==> config.mk <==
export PLATFORM = sky130hd
export DESIGN_NAME = core_cycle_seq
export DESIGN_NICKNAME = d
export VERILOG_FILES = /design/src/rtl/core_seq_pkg.sv /design/src/rtl/core_onehot.sv /design/src/rtl/core_addr_decode.sv /design/src/rtl/core_phase_fsm.sv /design/src/rtl/core_data_path.sv /design/src/rtl/core_cycle_seq.sv
export SDC_FILE = /design/constraint.sdc
export NUM_CORES = 1
export LEC_CHECK = 0
export ABC_AREA = 1
export CORE_MARGIN = 5
export CORE_UTILIZATION = 40
export CTS_CLUSTER_SIZE = 16
export DETAILED_ROUTE_END_ITERATION = 16
export PLACE_DENSITY = 0.87
export SETUP_SLACK_MARGIN = 0.4
export SLEW_MARGIN = 20
export SYNTH_ARGS = -nofsm -noshare
export SYNTH_HDL_FRONTEND = slang
export SYNTH_HIERARCHICAL = 1
export SYNTH_SLANG_ARGS = --single-unit
export TNS_END_PERCENT = 10
==> constraint.sdc <==
create_clock -name clk -period 4.9 [get_ports clk]
set_input_delay 0.98 -clock clk [delete_from_list [all_inputs] [get_ports clk]]
set_output_delay 0.98 -clock clk [all_outputs]
set_load 0.005 [all_outputs]
==> src/rtl/core_seq_pkg.sv <==
package core_seq_pkg;

   typedef enum logic [2:0] {
      PH_IDLE,
      PH_READ,
      PH_STROBE,
      PH_WRITE,
      PH_RECOVER
   } phase_t;

endpackage

==> src/rtl/core_onehot.sv <==
// Gated one-hot selector: output bit sel is set when en is high.
module core_onehot #(
   parameter int IN_W = 2,
   localparam int OUT_N = 1 << IN_W
) (
   input  logic [IN_W-1:0]  sel,
   input  logic             en,
   output logic [OUT_N-1:0] oh
);

   for (genvar i = 0; i < OUT_N; i++) begin : g_bit
      assign oh[i] = en && (sel == IN_W'(i));
   end

endmodule

==> src/rtl/core_addr_decode.sv <==
// Splits the latched address into the drive-selection tiers.
module core_addr_decode #(
   parameter int XS_W = 2,
   parameter int YS_W = 2,
   parameter int XP_W = 3,
   parameter int YP_W = 3,
   parameter int QD_W = 2,
   parameter int ST_W = 2,
   localparam int ADDR_W = XS_W + YS_W + XP_W + YP_W + QD_W + ST_W + 1,
   localparam int YS_LO  = XS_W,
   localparam int XP_LO  = YS_LO + YS_W,
   localparam int YP_LO  = XP_LO + XP_W,
   localparam int QD_LO  = YP_LO + YP_W,
   localparam int ST_LO  = QD_LO + QD_W,
   localparam int HF_BIT = ST_LO + ST_W
) (
   input  logic [ADDR_W-1:0]    addr,
   input  logic                 rd_on,
   input  logic                 wr_on,
   output logic [(1<<XS_W)-1:0] x_sec_en,
   output logic [(1<<YS_W)-1:0] y_sec_en,
   output logic [(1<<XP_W)-1:0] x_pri_en,
   output logic [(1<<YP_W)-1:0] y_pri_en,
   output logic [(1<<QD_W)-1:0] diode_rd_en,
   output logic [(1<<QD_W)-1:0] diode_wr_en,
   output logic [(1<<ST_W)-1:0] stack_en,
   output logic [1:0]           half_inh_en
);

   logic drive_on;
   assign drive_on = rd_on | wr_on;

   core_onehot #(.IN_W(XS_W)) u_xs (.sel(addr[XS_W-1:0]),          .en(drive_on), .oh(x_sec_en));
   core_onehot #(.IN_W(YS_W)) u_ys (.sel(addr[YS_LO +: YS_W]),     .en(drive_on), .oh(y_sec_en));
   core_onehot #(.IN_W(XP_W)) u_xp (.sel(addr[XP_LO +: XP_W]),     .en(drive_on), .oh(x_pri_en));
   core_onehot #(.IN_W(YP_W)) u_yp (.sel(addr[YP_LO +: YP_W]),     .en(drive_on), .oh(y_pri_en));
   core_onehot #(.IN_W(QD_W)) u_qr (.sel(addr[QD_LO +: QD_W]),     .en(rd_on),    .oh(diode_rd_en));
   core_onehot #(.IN_W(QD_W)) u_qw (.sel(addr[QD_LO +: QD_W]),     .en(wr_on),    .oh(diode_wr_en));
   core_onehot #(.IN_W(ST_W)) u_st (.sel(addr[ST_LO +: ST_W]),     .en(drive_on), .oh(stack_en));
   core_onehot #(.IN_W(1))    u_hf (.sel(addr[HF_BIT +: 1]),       .en(wr_on),    .oh(half_inh_en));

endmodule

==> src/rtl/core_phase_fsm.sv <==
// Access phase sequencer with per-phase cycle counters.
module core_phase_fsm
   import core_seq_pkg::*;
#(
   parameter int READ_CYC    = 3,
   parameter int WRITE_CYC   = 3,
   parameter int RECOVER_CYC = 2,
   localparam int MAX_CYC = (READ_CYC > WRITE_CYC)
                            ? ((READ_CYC > RECOVER_CYC) ? READ_CYC : RECOVER_CYC)
                            : ((WRITE_CYC > RECOVER_CYC) ? WRITE_CYC : RECOVER_CYC),
   localparam int CNT_W = (MAX_CYC > 1) ? $clog2(MAX_CYC) : 1
) (
   input  logic clk,
   input  logic rst_n,
   input  logic req,
   output logic ready,
   output logic accept,
   output logic rd_on,
   output logic wr_on,
   output logic strobe,
   output logic done
);

   phase_t     phase_q;
   logic [CNT_W-1:0] cnt_q;
   logic       last;

   assign ready  = (phase_q == PH_IDLE);
   assign accept = ready && req;
   assign rd_on  = (phase_q == PH_READ) || (phase_q == PH_STROBE);
   assign wr_on  = (phase_q == PH_WRITE);
   assign strobe = (phase_q == PH_STROBE);
   assign last   = (cnt_q == '0);

   always_ff @(posedge clk or negedge rst_n) begin
      if (!rst_n) begin
         phase_q <= PH_IDLE;
         cnt_q   <= '0;
         done    <= 1'b0;
      end else begin
         done <= 1'b0;
         unique case (phase_q)
            PH_IDLE: if (req) begin
               phase_q <= PH_READ;
               cnt_q   <= CNT_W'(READ_CYC - 1);
            end
            PH_READ: begin
               if (last) phase_q <= PH_STROBE;
               else      cnt_q   <= cnt_q - 1'b1;
            end
            PH_STROBE: begin
               phase_q <= PH_WRITE;
               cnt_q   <= CNT_W'(WRITE_CYC - 1);
            end
            PH_WRITE: begin
               if (last) begin
                  phase_q <= PH_RECOVER;
                  cnt_q   <= CNT_W'(RECOVER_CYC - 1);
               end else begin
                  cnt_q <= cnt_q - 1'b1;
               end
            end
            PH_RECOVER: begin
               if (last) begin
                  phase_q <= PH_IDLE;
                  done    <= 1'b1;
               end else begin
                  cnt_q <= cnt_q - 1'b1;
               end
            end
            default: phase_q <= PH_IDLE;
         endcase
      end
   end

endmodule

==> src/rtl/core_data_path.sv <==
// Sense capture, write/restore word select and inhibit generation.
module core_data_path #(
   parameter int DATA_W = 9
) (
   input  logic              clk,
   input  logic              rst_n,
   input  logic              accept,
   input  logic              req_we,
   input  logic [DATA_W-1:0] req_wdata,
   input  logic              strobe,
   input  logic              wr_on,
   input  logic [DATA_W-1:0] sense_in,
   output logic [DATA_W-1:0] rd_data,
   output logic [DATA_W-1:0] bit_inh_en
);

   logic              we_q;
   logic [DATA_W-1:0] wdata_q;
   logic [DATA_W-1:0] word;

   always_ff @(posedge clk or negedge rst_n) begin
      if (!rst_n) begin
         we_q    <= 1'b0;
         wdata_q <= '0;
         rd_data <= '0;
      end else begin
         if (accept) begin
            we_q    <= req_we;
            wdata_q <= req_wdata;
         end
         if (strobe) rd_data <= sense_in;
      end
   end

   assign word = we_q ? wdata_q : rd_data;

   for (genvar b = 0; b < DATA_W; b++) begin : g_inh
      assign bit_inh_en[b] = wr_on && !word[b];
   end

endmodule

==> src/rtl/core_cycle_seq.sv <==
module core_cycle_seq #(
   parameter int XS_W        = 2,
   parameter int YS_W        = 2,
   parameter int XP_W        = 3,
   parameter int YP_W        = 3,
   parameter int QD_W        = 2,
   parameter int ST_W        = 2,
   parameter int DATA_W      = 9,
   parameter int READ_CYC    = 3,
   parameter int WRITE_CYC   = 3,
   parameter int RECOVER_CYC = 2,
   localparam int ADDR_W = XS_W + YS_W + XP_W + YP_W + QD_W + ST_W + 1
) (
   input  logic                 clk,
   input  logic                 rst_n,
   input  logic                 req,
   input  logic                 req_we,
   input  logic [ADDR_W-1:0]    req_addr,
   input  logic [DATA_W-1:0]    req_wdata,
   output logic                 ready,
   output logic [(1<<XS_W)-1:0] x_sec_en,
   output logic [(1<<YS_W)-1:0] y_sec_en,
   output logic [(1<<XP_W)-1:0] x_pri_en,
   output logic [(1<<YP_W)-1:0] y_pri_en,
   output logic [(1<<QD_W)-1:0] diode_rd_en,
   output logic [(1<<QD_W)-1:0] diode_wr_en,
   output logic [(1<<ST_W)-1:0] stack_en,
   output logic [1:0]           half_inh_en,
   output logic [DATA_W-1:0]    bit_inh_en,
   output logic                 sense_strobe,
   input  logic [DATA_W-1:0]    sense_in,
   output logic [DATA_W-1:0]    rd_data,
   output logic                 done
);

   if (QD_W != 2) begin : g_bad_quad
      $error("quadrant field must select one of four");
   end
   if (READ_CYC < 1 || WRITE_CYC < 1 || RECOVER_CYC < 1) begin : g_bad_len
      $error("every phase needs at least one cycle");
   end
   if (DATA_W < 1) begin : g_bad_data
      $error("data width must be positive");
   end

   logic              accept;
   logic              rd_on;
   logic              wr_on;
   logic [ADDR_W-1:0] addr_q;

   always_ff @(posedge clk or negedge rst_n) begin
      if (!rst_n)      addr_q <= '0;
      else if (accept) addr_q <= req_addr;
   end

   core_phase_fsm #(
      .READ_CYC(READ_CYC), .WRITE_CYC(WRITE_CYC), .RECOVER_CYC(RECOVER_CYC)
   ) u_fsm (
      .clk(clk), .rst_n(rst_n), .req(req), .ready(ready), .accept(accept),
      .rd_on(rd_on), .wr_on(wr_on), .strobe(sense_strobe), .done(done)
   );

   core_addr_decode #(
      .XS_W(XS_W), .YS_W(YS_W), .XP_W(XP_W), .YP_W(YP_W), .QD_W(QD_W), .ST_W(ST_W)
   ) u_dec (
      .addr(addr_q), .rd_on(rd_on), .wr_on(wr_on),
      .x_sec_en(x_sec_en), .y_sec_en(y_sec_en), .x_pri_en(x_pri_en), .y_pri_en(y_pri_en),
      .diode_rd_en(diode_rd_en), .diode_wr_en(diode_wr_en),
      .stack_en(stack_en), .half_inh_en(half_inh_en)
   );

   core_data_path #(.DATA_W(DATA_W)) u_dp (
      .clk(clk), .rst_n(rst_n), .accept(accept), .req_we(req_we), .req_wdata(req_wdata),
      .strobe(sense_strobe), .wr_on(wr_on), .sense_in(sense_in),
      .rd_data(rd_data), .bit_inh_en(bit_inh_en)
   );

endmodule

* After elaboration in Yosys (flattened, before gate mapping) *
Index checks and enable logic that the tools add are counted.
W data, S select, Z words.

word-level totals
  bits of input ports = 37
  logic and storage cells = 127
  register bits after elaboration = 40
  output and inout bits = 59

operators by class
  bitwise gates (word level) = 2
  muxes and demuxes = 12
  equal/unequal tests = 35
  $add $sub $neg = 1
  reductions and logical operators = 70

operator list
  operator               number
  $logic_and A1 B1 Y1    48
  $eq A3 B3 Y1 const B   9
  $eq A3 B2 Y1 const B   6
  $eq A2 B2 Y1 const B   8
  $pmux W3 S5            1
  $mux W3                4
  $logic_not A2 Y1       5
  $eq A3 B1 Y1 const B   3
  $logic_not A1 Y1       9
  $logic_not A3 Y1       3
  $mux W9                1
  $eq A2 B1 Y1 const B   4
  $pmux W2 S4            1
  $mux W2                3
  $ne A2 B2 Y1 const B   3
  $ne A2 B1 Y1 const B   2
  $reduce_and A4 Y1      1
  $reduce_bool A4 Y1     1
  $reduce_and A3 Y1      1
  $mux W1                2
  $reduce_or A2 Y1       1
  $sub A2 B1 Y2 const B  1
  $logic_or A1 B1 Y1     1
  $not A1 Y1             1
  $or A1 B1 Y1           1

* Depth between registers and ports, before layout *
  word-level depth = 4
  depth in mapped cells = 8
  depth with buffers taken out = 7

* Cells and area by module *
Netlist, hierarchy kept.

by module, submodules not included
  module                         instances  cells an instance  seq. area each (µm²)  area each (µm²)
  core_data_path                 1          119                475.5                 925.9
  core_cycle_seq                 1          64                 375.4                 608.1
  core_phase_fsm                 1          58                 150.1                 407.9
  core_onehot at u_dec.u_qr ...  5          8                  0.0                   30.0
  core_onehot at u_dec.u_xp ...  2          17                 0.0                   63.8
  core_onehot at u_dec.u_hf      1          4                  0.0                   17.5
  core_addr_decode               1          3                  0.0                   11.3

* Worst setup path before layout *
OpenSTA, ideal clock, no wires.

  kind = flip-flop to output port
  start = register u_fsm.phase_q[0]
  end = output x_pri_en[4]
  arrival time = 1.324 ns
  data required time = 3.920 ns
  path buffers = 0
  cell stages (with the launch flop) = 8
  path slack = 2.596 ns
  cell sequence = dfrtp_1 > nor2_2 > inv_2 > o21ai_2 > inv_1 > nand2_1 > nand2_1 > nor2_1

between the ends
  cells in the longest elaborated chain, start to end = 4
  elaborated cells on any way between the ends = 6
  those cells by class = eq/ne: 3; bitwise: 1; reduce/logical: 2

ends and longest elaborated chain
  what                                          line                    text
  start, declared                               core_phase_fsm.sv:24    phase_t phase_q;
  start signal, assigned                        core_phase_fsm.sv:37    phase_q <= PH_IDLE;
  start signal, assigned                        core_phase_fsm.sv:44    phase_q <= PH_READ;
  start signal, assigned                        core_phase_fsm.sv:48    if (last) phase_q <= PH_STROBE;
  $eq A3 B1 Y1 or $eq A3 B2 Y1 (tied branches)  core_phase_fsm.sv:30    assign rd_on = (phase_q == PH_READ) || (phase_q == PH_STROBE);
  $logic_or A1 B1 Y1 *                          core_phase_fsm.sv:30
  net rd_on                                     core_cycle_seq.sv:47    logic rd_on;
  $or A1 B1 Y1 *                                core_addr_decode.sv:31  assign drive_on = rd_on | wr_on;
  net u_dec.drive_on                            core_addr_decode.sv:30  logic drive_on;
  $logic_and A1 B1 Y1 *                         core_onehot.sv:12       assign oh[i] = en && (sel == IN_W'(i));
  end, declared                                 core_cycle_seq.sv:23    output logic [(1<<XP_W)-1:0] x_pri_en,

The timed path passes the listed nets; every way through them passes the cells marked *.

* Worst setup path in the final report *
  start = register u_fsm.phase_q[0]
  end = output x_pri_en[0]

The elaborated chain is that of the path after synthesis.

==> results.cfg <==
[run_status]
status = finished clean

[clock_network]
htreeDepth = 2
clock_latency_ps = 290
cts.sinks = 40
cts_tree = built
cts_setup_buffers = 0
cts.clk_slew.worst_paths_ps = 70
cts_root_buffer = clkbuf_8
ctsResizeCount = 0
cts_hold_buffers = 0
clock_path_buffers = 2
cts_made_buffers = 5

[power_and_ir_drop]
swShare_pct = 42.2
peakVddDrop_uv = 374
internal_power_mw = 1.13
seqPwrFrac_pct = 32.7
p_switching_uw = 823
comb_power_share_pct = 55.9
p_leak_nw = 1.58
power-per-cell-area_nw_per_um2 = 591
power_frac_clock_pct = 11.4

[placement]
gp_congestion = 0.837
placedCellCount = 481
portBuffers = 95
dp_hpwl_mm = 4.72
placed_area_um2 = 3200

[sta]
fmax_mhz = 296
tightest_slew_ps = 902
finalCritPeriodShare_pct = 68.9
hold_ws_ps = 508
finClkSkew_ps = 4.08
slew_viol_final = 0
relSlewSlack_pct = 39.8
finalSetupViolations = 0
rsz0062_at_grt = false
fin_setup_tns_ps = 0
finalCriticalPeriod_ps = 3380
finalHoldViolCount = 0

[floorplan]
initial_utilization_pct = 41.1
die-area_um2 = 7220
rows = 27
num_io_pins = 96
core_area_um2 = 5470
fp.dieW_um = 85.0
die_h_um = 85.0

[critical_path]
crit_type = flop to output pin
crit_buf_inv = 3
critPathMaxStageDelay_ps = 530
endpoint_kind = output pin
crit_path_frequent_cell = nand2_1
start_kind = flop
crit_chain = nor2_2 -> inv_2 -> o21ai_2 -> inv_1 -> nand2_1 -> nand2_1 -> nor2_1 -> clkdlybuf4s50_1
slowest_stage = clkdlybuf4s50_1
cp.required_ps = 3920
critPathMaxFanout = 10
critPathArrivalTime_ps = 2400
rr_worst_depth = 7
crit_family = simple AND/OR/NAND/NOR gates
worst-path-stages = 8

[min_path]
min_path_cells = 2
worstHoldPathType = flop to flop

[synth]
synth_seq_cells = 40
yosysSeqAreaShare_pct = 44.5
yosysUniqueCellTypes = 22
synthCells = 322
avgSynthCellArea_um2 = 6.98
ys_warn_count = 6
syn_nets = 361
netlist_area_um2 = 2250
synthTopCellsByArea = dfrtp_1 45%, nand2_1 20%, nor2_1 9.7%, inv_1 7.8%, o21ai_0 4.7%
synth_top_area_share_pct = 44.5
yosysTopAreaCell = dfrtp_1

[detailed_routing]
vias = 2166
vias_per_cell = 4.43
first_pass_iters = 4
drcViolationCount = 0
post_drt_wl_per_cell_um = 12.2
wl_mm = 5.95
drt_iter0_drc = 130
final_antenna_net_count = 0

[global_route]
grt_use_met2_pct = 29.8
use_met1_pct = 19.8
grt_pass1_wl_mm = 9.83
antenna_found_initial = 0
grt_overflow = 0
met3_usage_pct = 3.20
track_usage_pct = 16.8
busiest_layer = met2
grt_pass1_vias = 2110
grt_max_degree = 41

[cells_and_area]
fin_util_pct = 60.2
drive_gt1_share_pct = 7.91
fillers = 490
diodes = 0
nets = 455
final_cell_mix = 119 x nand2_1, 94 x clkdlybuf4s50_1, 58 x nor2_1
multi_input_area_um2 = 953
fin_area_um2 = 3300
register_area_um2 = 1000
fin_cells = 489
layout_commonest_cell = nand2_1
areaGrowthSynthToFinish_pct = 46.6

[job]
max-cap-violations = 0
==> worst paths after layout <==
path                                  startpoint              end  slack (ps)
worst min-delay path                  addr_q[12]       addr_q[12]         510
worst min register to register        addr_q[12]       addr_q[12]         510
max in group asynchronous                  rst_n        addr_q[2]        3520
worst max-delay path            u_fsm/phase_q[0]      x_pri_en[0]        1520
worst max register to register  u_fsm/phase_q[0]        addr_q[0]        2970
min in group asynchronous                  rst_n  u_dp/rd_data[5]         810
==> flip-flops by register name (all words and copies together), names as in the netlist <==
name / flops
addr_q: 15
u_dp/rd_data: 9
u_dp/wdata_q: 9
u_fsm/phase_q: 3
u_fsm/cnt_q: 2
u_dp/we_q: 1
u_fsm/done: 1
==> worst min-delay path, stage by stage, from the launching register on <==
cell and delay, ps:
dfrtp_1 360, nand2_1 60, nand2_1 50
==> final cells by class <==
| cell class | count | area share, % |
|---|---|---|
| flip-flops and latches | 40 | 30.4 |
| repair buffers | 97 | 29.2 |
| multi-input cells | 221 | 28.9 |
| inverters | 51 | 6.00 |
| well taps | 72 | 2.73 |
| clock buffers | 6 | 2.51 |
| clock inverters | 2 | 0.304 |
==> power by group through the flow <==
stage | sequential [mW] | clock (mW) | combinational (mW)
2_1_floorplan | 0.595 | 0 | 0.662
3_3_place_gp | 0.636 | 0 | 1.05
3_5_place_dp | 0.641 | 0 | 1.09
4_1_cts | 0.635 | 0.229 | 1.10
5_1_grt | 0.665 | 0.243 | 1.24
6_report | 0.637 | 0.223 | 1.09
==> synth_stat cells <==
master and count:
nand2_1 119, nor2_1 58, inv_1 47, dfrtp_1 40
o21ai_0 21, nand2_2 6, buf_6 4, nor2_2 4
nand3_2 3, o21ai_2 3, buf_12 2, buf_2 2
ha_1 2, inv_2 2, nand3_1 2, a21oi_2 1
buf_4 1, clkbuf_2 1, clkinv_2 1, inv_6 1
nor3_1 1, o21ai_1 1
==> metrics by stage <==
| stage | setup slack (ps) | power, mW |
|---|---|---|
| floorplan | 2600 | 1.26 |
| global placement | 1890 | 1.69 |
| detailed placement | 1830 | 1.74 |
| CTS | 1510 | 1.96 |
| global route | 1260 | 2.15 |
| finish | 1520 | 1.95 |
==> routing by layer <==
metal / wire length, um / share of wire, % / vias up
met5: 0 / 0 / -
met4: 153 / 2.6 / 0
met3: 277 / 4.7 / 12
met2: 3070 / 52 / 53
met1: 2440 / 41 / 962
li1: - / - / 1139
==> cell families after synthesis <==
family | share of synthesized area, %
buffers and inverters | 13.6
DFF | 44.5
AOI/OAI and AO/OA | 6.46
and+or+nand+nor | 34.3
adders and majority gates | 1.11
Note: power is estimated with default switching activity, not from simulation.
